==> config.mk <==
export PLATFORM = sky130hd
export DESIGN_NAME = mcc_ctrl
export DESIGN_NICKNAME = d
export VERILOG_FILES = /design/src/rtl/mcc_pkg.sv /design/src/rtl/mcc_opclass.sv /design/src/rtl/mcc_next.sv /design/src/rtl/mcc_outdec.sv /design/src/rtl/mcc_ctrl.sv
export SDC_FILE = /design/constraint.sdc
export NUM_CORES = 1
export LEC_CHECK = 0
export BUFFER_PORTS_ARGS = -buffer_cell sky130_fd_sc_hd__buf_2
export CAP_MARGIN = 20
export CORE_MARGIN = 4
export CORE_UTILIZATION = 41
export DETAILED_ROUTE_END_ITERATION = 10
export HOLD_SLACK_MARGIN = 0.08
export PLACE_DENSITY_LB_ADDON = 0.15
export SLEW_MARGIN = 20
export SYNTH_ARGS = -nofsm -noshare
export SYNTH_HDL_FRONTEND = slang
export SYNTH_HIERARCHICAL = 1
export SYNTH_SLANG_ARGS = --single-unit
==> constraint.sdc <==
create_clock -name clk_i -period 2.2 [get_ports clk_i]
set_input_delay 0.44 -clock clk_i [delete_from_list [all_inputs] [get_ports clk_i]]
set_output_delay 0.44 -clock clk_i [all_outputs]
set_load 0.05 [all_outputs]
==> src/rtl/mcc_pkg.sv <==
package mcc_pkg;

    localparam int OP_W   = 6;
    localparam int STEP_W = 4;

    localparam logic [OP_W-1:0] OPC_ALU    = 6'b000000;
    localparam logic [OP_W-1:0] OPC_JUMP   = 6'b000010;
    localparam logic [OP_W-1:0] OPC_BRANCH = 6'b000100;
    localparam logic [OP_W-1:0] OPC_LOAD   = 6'b100011;
    localparam logic [OP_W-1:0] OPC_STORE  = 6'b101011;

    typedef enum logic [STEP_W-1:0] {
        ST_FETCH  = 4'd0,
        ST_DECODE = 4'd1,
        ST_ADDR   = 4'd2,
        ST_LDRD   = 4'd3,
        ST_LDWB   = 4'd4,
        ST_STWR   = 4'd5,
        ST_EXEC   = 4'd6,
        ST_ALUWB  = 4'd7,
        ST_BRCH   = 4'd8,
        ST_JUMP   = 4'd9
    } step_e;

    typedef enum logic [2:0] {
        CL_ALU,
        CL_LOAD,
        CL_STORE,
        CL_BRANCH,
        CL_JUMP,
        CL_BAD
    } opcls_e;

    typedef struct packed {
        logic       pc_wr;
        logic       pc_wr_cond;
        logic       mem_addr_sel;
        logic       mem_rd;
        logic       mem_wr;
        logic       ir_load;
        logic       rf_data_sel;
        logic [1:0] pc_src;
        logic [1:0] alu_mode;
        logic [1:0] alu_b_sel;
        logic       alu_a_sel;
        logic       rf_wr;
        logic       rf_dst_sel;
    } ctrl_t;

    typedef struct packed {
        step_e step;
    } seq_t;

endpackage

==> src/rtl/mcc_opclass.sv <==
module mcc_opclass
    import mcc_pkg::*;
(
    input  logic [OP_W-1:0] op_i,
    output opcls_e          cls_o
);
    always_comb begin
        case (op_i)
            OPC_ALU:    cls_o = CL_ALU;
            OPC_LOAD:   cls_o = CL_LOAD;
            OPC_STORE:  cls_o = CL_STORE;
            OPC_BRANCH: cls_o = CL_BRANCH;
            OPC_JUMP:   cls_o = CL_JUMP;
            default:    cls_o = CL_BAD;
        endcase
    end
endmodule

==> src/rtl/mcc_next.sv <==
module mcc_next
    import mcc_pkg::*;
(
    input  step_e  step_i,
    input  opcls_e cls_i,
    output step_e  step_o
);
    always_comb begin
        step_o = ST_FETCH;
        case (step_i)
            ST_FETCH: step_o = ST_DECODE;
            ST_DECODE: begin
                case (cls_i)
                    CL_LOAD, CL_STORE: step_o = ST_ADDR;
                    CL_ALU:            step_o = ST_EXEC;
                    CL_BRANCH:         step_o = ST_BRCH;
                    CL_JUMP:           step_o = ST_JUMP;
                    default:           step_o = ST_FETCH;
                endcase
            end
            ST_ADDR: begin
                case (cls_i)
                    CL_LOAD:  step_o = ST_LDRD;
                    CL_STORE: step_o = ST_STWR;
                    default:  step_o = ST_FETCH;
                endcase
            end
            ST_LDRD: step_o = ST_LDWB;
            ST_EXEC: step_o = ST_ALUWB;
            default: step_o = ST_FETCH;
        endcase
    end
endmodule

==> src/rtl/mcc_outdec.sv <==
module mcc_outdec
    import mcc_pkg::*;
(
    input  step_e step_i,
    output ctrl_t ctrl_o
);
    always_comb begin
        ctrl_o = '0;
        case (step_i)
            ST_FETCH: begin
                ctrl_o.mem_rd    = 1'b1;
                ctrl_o.ir_load   = 1'b1;
                ctrl_o.pc_wr     = 1'b1;
                ctrl_o.alu_b_sel = 2'b01;
            end
            ST_DECODE: begin
                ctrl_o.alu_b_sel = 2'b11;
            end
            ST_ADDR: begin
                ctrl_o.alu_a_sel = 1'b1;
                ctrl_o.alu_b_sel = 2'b10;
            end
            ST_LDRD: begin
                ctrl_o.mem_rd       = 1'b1;
                ctrl_o.mem_addr_sel = 1'b1;
            end
            ST_LDWB: begin
                ctrl_o.rf_wr       = 1'b1;
                ctrl_o.rf_data_sel = 1'b1;
            end
            ST_STWR: begin
                ctrl_o.mem_wr       = 1'b1;
                ctrl_o.mem_addr_sel = 1'b1;
            end
            ST_EXEC: begin
                ctrl_o.alu_a_sel = 1'b1;
                ctrl_o.alu_mode  = 2'b10;
            end
            ST_ALUWB: begin
                ctrl_o.rf_wr      = 1'b1;
                ctrl_o.rf_dst_sel = 1'b1;
            end
            ST_BRCH: begin
                ctrl_o.alu_a_sel  = 1'b1;
                ctrl_o.alu_mode   = 2'b01;
                ctrl_o.pc_wr_cond = 1'b1;
                ctrl_o.pc_src     = 2'b01;
            end
            ST_JUMP: begin
                ctrl_o.pc_wr  = 1'b1;
                ctrl_o.pc_src = 2'b10;
            end
            default: ctrl_o = '0;
        endcase
    end
endmodule

==> src/rtl/mcc_ctrl.sv <==
module mcc_ctrl
    import mcc_pkg::*;
(
    input  logic            clk_i,
    input  logic            rst_i,
    input  logic [OP_W-1:0] op_i,
    output logic            pc_wr_o,
    output logic            pc_wr_cond_o,
    output logic            mem_addr_sel_o,
    output logic            mem_rd_o,
    output logic            mem_wr_o,
    output logic            ir_load_o,
    output logic            rf_data_sel_o,
    output logic [1:0]      pc_src_o,
    output logic [1:0]      alu_mode_o,
    output logic [1:0]      alu_b_sel_o,
    output logic            alu_a_sel_o,
    output logic            rf_wr_o,
    output logic            rf_dst_sel_o
);
    seq_t   state_d, state_q;
    opcls_e cls;
    step_e  step_nxt;
    ctrl_t  ctrl;
    logic [STEP_W-1:0] step_q_w;

    mcc_opclass u_cls (
        .op_i  (op_i),
        .cls_o (cls)
    );

    mcc_next u_next (
        .step_i (state_q.step),
        .cls_i  (cls),
        .step_o (step_nxt)
    );

    mcc_outdec u_out (
        .step_i (state_q.step),
        .ctrl_o (ctrl)
    );

    always_comb begin
        state_d      = state_q;
        state_d.step = step_nxt;
    end

    always_ff @(posedge clk_i) begin
        if (rst_i) begin
            state_q <= '{step: ST_FETCH};
        end else begin
            state_q <= state_d;
        end
    end

    assign step_q_w       = state_q.step;
    assign pc_wr_o        = ctrl.pc_wr;
    assign pc_wr_cond_o   = ctrl.pc_wr_cond;
    assign mem_addr_sel_o = ctrl.mem_addr_sel;
    assign mem_rd_o       = ctrl.mem_rd;
    assign mem_wr_o       = ctrl.mem_wr;
    assign ir_load_o      = ctrl.ir_load;
    assign rf_data_sel_o  = ctrl.rf_data_sel;
    assign pc_src_o       = ctrl.pc_src;
    assign alu_mode_o     = ctrl.alu_mode;
    assign alu_b_sel_o    = ctrl.alu_b_sel;
    assign alu_a_sel_o    = ctrl.alu_a_sel;
    assign rf_wr_o        = ctrl.rf_wr;
    assign rf_dst_sel_o   = ctrl.rf_dst_sel;
endmodule

==> results.md <==
* Status: finished clean
* Critical Path AT at 1.63 ns
* RSZ-0062 raised after global routing: false
* Kind of critical path: flop to primary output
* Initial Util at 46.2%
* Synth Cell Area at 548 sq um
* Commonest non-fill, non-tap cells in the layout: 23 x buf_2, 7 x buf_4, 6 x nor3_1, 5 x nor2b_1, 5 x nand2b_1
* CP delay by family, top: buffers and inverters
* Pre-CTS setup slack at -0.131 ns
* Synth area leaders: dfxtp_1 15%, nor3_1 6.4%, nand2b_1 5.7%
* Antenna cells at 0
* Register bank with the most flops: state_q
* Avg Synthesized Cell Area at ~7.7 sq um
* Slew HR at 63.8%
* Skew final at 0.00160 ns
* CP Buf/Inv Count at 2
* Die ar. at a little under 2000 sq um
* Chip Height at around 45 um
* Comb pwr share at between 30% and 40%
* DRT iter0 DRCs at 9
* Flops & latches, synth at 4
* Area after DPL at a little under 700 sq um
* Internal power at 0.173 mW
* Post-route ant nets at 0
* Syn_nets at a little under 80
* Slew @ Worst Pin at between 0.5 and 0.6 ns
* Final slew viol count at 0
* Slowest stage delay, CP at between 0.4 and 0.5 ns
* First-pass GRT wire length at 2060 um
* Peak supply drop at between 300 and 400 uV
* Area share of the largest cell type after synthesis at around 15%
* Initial antenna violation count at 0
* GP Congestion at 0.779
* Clk pwr share at 34.4%
* Via Count at slightly above 600
* Port bufs at 23
* NumNets Final at 107
* Worst setup EP type: primary output
* Core area at 1190 sq um
* Clk Tree Root Cell: clkbuf_4
* Register share of total power at approximately 31%
* H-tree Lvls at 1
* Final wirelength at approximately 1300 um
* Area delta synth->final at 32.2%
* Reg clk slew, reported paths at 0.04 ns
* Endpoints failing hold at 0
* I/O Pins at 24
* Largest net degree at the start of global routing at 20
* CP max FO at 14
* TritonCTS clock tree: done
* Final Cell Area at 724 sq um
* CTS Sinks at 4
* Final worst path period need at ~2.1 ns
* Synth area leader: dfxtp_1
* Sw Ratio at roughly a third
* GRT Util Overall at a little over an eighth
* Max Cap Viol at 0
* Top Registers: state_q (4)
* Die Width at between 40 and 50 um
* Cts bufs inserted at 3
* Fmax at around 480 MHz
* Post-CTS setup buffer count at 0
* Pre-antenna DRT Iters at 4
* Chain of cells forming the critical path: buf_4 -> or3b_1 -> o31ai_1 -> buf_2
* Post-route clock period utilization at a little over nine tenths
* HPWL Detailed at around 1000 um
* Drc violations at 0
* Power per Cell Area at around 370 nW/um^2
* Most common cell after layout, fill and taps aside: buf_2
* Clk_lat worst skew at 0.23 ns
* Grt total ovfl at 0
* Hold slack at 0.401 ns
* WL/cell at 12.1 um
* Yosys warns at 6
* Register area share after synthesis at between 10% and 20%
* Distinct cell type count after synthesis at 35
* Maximum buffer depth of the clock tree at 2
* Hold buffer count at cts at 0
* Startpoint types: flop
* Largest register FFs at 4
* Vias per cell at 5.55
* Slowest cell on crit path: dfxtp_1
* Count of final setup violators at 0
* Pleak at 0.316 nW
* Vias in the first global route at approximately 480
* Psw at 0.0917 mW
* Post-Syn Instances at 71
* Row Count at 12
* Hold crit path type: input port to flop
* CP required at between 1.5 and 2 ns
* Final setup margin at between 0.1 and 0.15 ns
* Layout cells sized above 1 at a little over two fifths
-- path summary, 6_finish.rpt --
check	startpoint	end	slack, ns	depth (start not counted)
setup / recovery	state_q[0]	alu_a_sel_o	0.13	4
hold / removal	rst_i	state_q[2]	0.40	2
setup reg to reg	state_q[1]	state_q[1]	0.51	5
hold reg to reg	state_q[2]	state_q[1]	0.76	3
-- routing by layer --
layer / vias to the layer above / share of wire (%) / track usage (%)
li1: 317 / - / -
met1: 280 / 46 / 16.7
met2: 17 / 48 / 22.3
met3: 2 / 6.0 / 3.66
met4: 0 / 0.60 / 3.61
met5: - / 0 / 0
-- synth_stat cells --
| library cell | number |
|---|---|
| nor3_1 | 7 |
| nand2b_1 | 5 |
| nor2b_1 | 5 |
| dfxtp_1 | 4 |
| nor2_1 | 4 |
| nor3b_1 | 4 |
| a21o_1 | 3 |
| buf_4 | 3 |
| xor2_1 | 3 |
| a221oi_1 | 2 |
| buf_2 | 2 |
| buf_6 | 2 |
| nand3b_1 | 2 |
| nor4bb_1 | 2 |
| o21ai_0 | 2 |
| or3b_1 | 2 |
| a211oi_1 | 1 |
| a21oi_1 | 1 |
| a2bb2oi_1 | 1 |
| and4b_1 | 1 |
| inv_1 | 1 |
| nand2_1 | 1 |
| nand4_1 | 1 |
| nand4b_1 | 1 |
| nor4_1 | 1 |
| o22a_1 | 1 |
| o22ai_1 | 1 |
| o31ai_1 | 1 |
| or2_2 | 1 |
| or3_1 | 1 |
| or3b_2 | 1 |
| or4_1 | 1 |
| or4_4 | 1 |
| or4b_2 | 1 |
| xnor2_1 | 1 |
-- power by group through the flow --
stage / clock, mW / sequential, mW / combinational, mW
4_1_cts: 0.0950 / 0.0823 / 0.0908
6_report: 0.0911 / 0.0821 / 0.0913
3_5_place_dp: 0 / 0.0834 / 0.0907
3_3_place_gp: 0 / 0.0828 / 0.0890
5_1_grt: 0.103 / 0.0829 / 0.0980
2_1_floorplan: 0 / 0.0795 / 0.0685
-- per-stage QoR --
| step | power (mW) | util (%) | setup TNS [ns] | cells |
|---|---|---|---|---|
| after floorplan | 0.148 | - | -0.360 | 71 |
| after global placement | 0.172 | 58.5 | -0.117 | 108 |
| after detailed placement | 0.174 | 58.5 | -0.131 | 108 |
| after CTS | 0.268 | 60.4 | 0 | 111 |
| after global routing | 0.284 | 61.1 | 0 | 111 |
| final | 0.265 | 61.1 | 0 | 111 |
-- cells by family after synthesis --
group,after synthesis,share of synthesized area [%]
and+or+nand+nor,42,51.1
xor gates and xnor gates,4,6.39
AOI/OAI and AO/OA,13,17.1
DFF,4,14.6
buffers and inverters,8,10.7
-- timing repair --
item / CTS / global route
gates resized for setup: 0 / 2
endpoints found under the hold margin: 0 / 0
setup endpoints to repair: 0 / 3
-- worst register-to-register path: stages (launching register included) --
cell and delay [ns]:
dfxtp_1 0.44, buf_4 0.23, or3b_1 0.39, a21o_1 0.17
a221oi_1 0.24, nor2b_1 0.15
-- layout make-up --
class | instances | area, sq um
well taps | 14 | 17.5
flip-flops and latches | 4 | 81.3
repair buffers | 30 | 168
inverters | 1 | 3.75
multi-input cells | 59 | 432
fillers | 110 | 462
clock buffers | 3 | 22.5
Power figures use the tool's default switching activity.
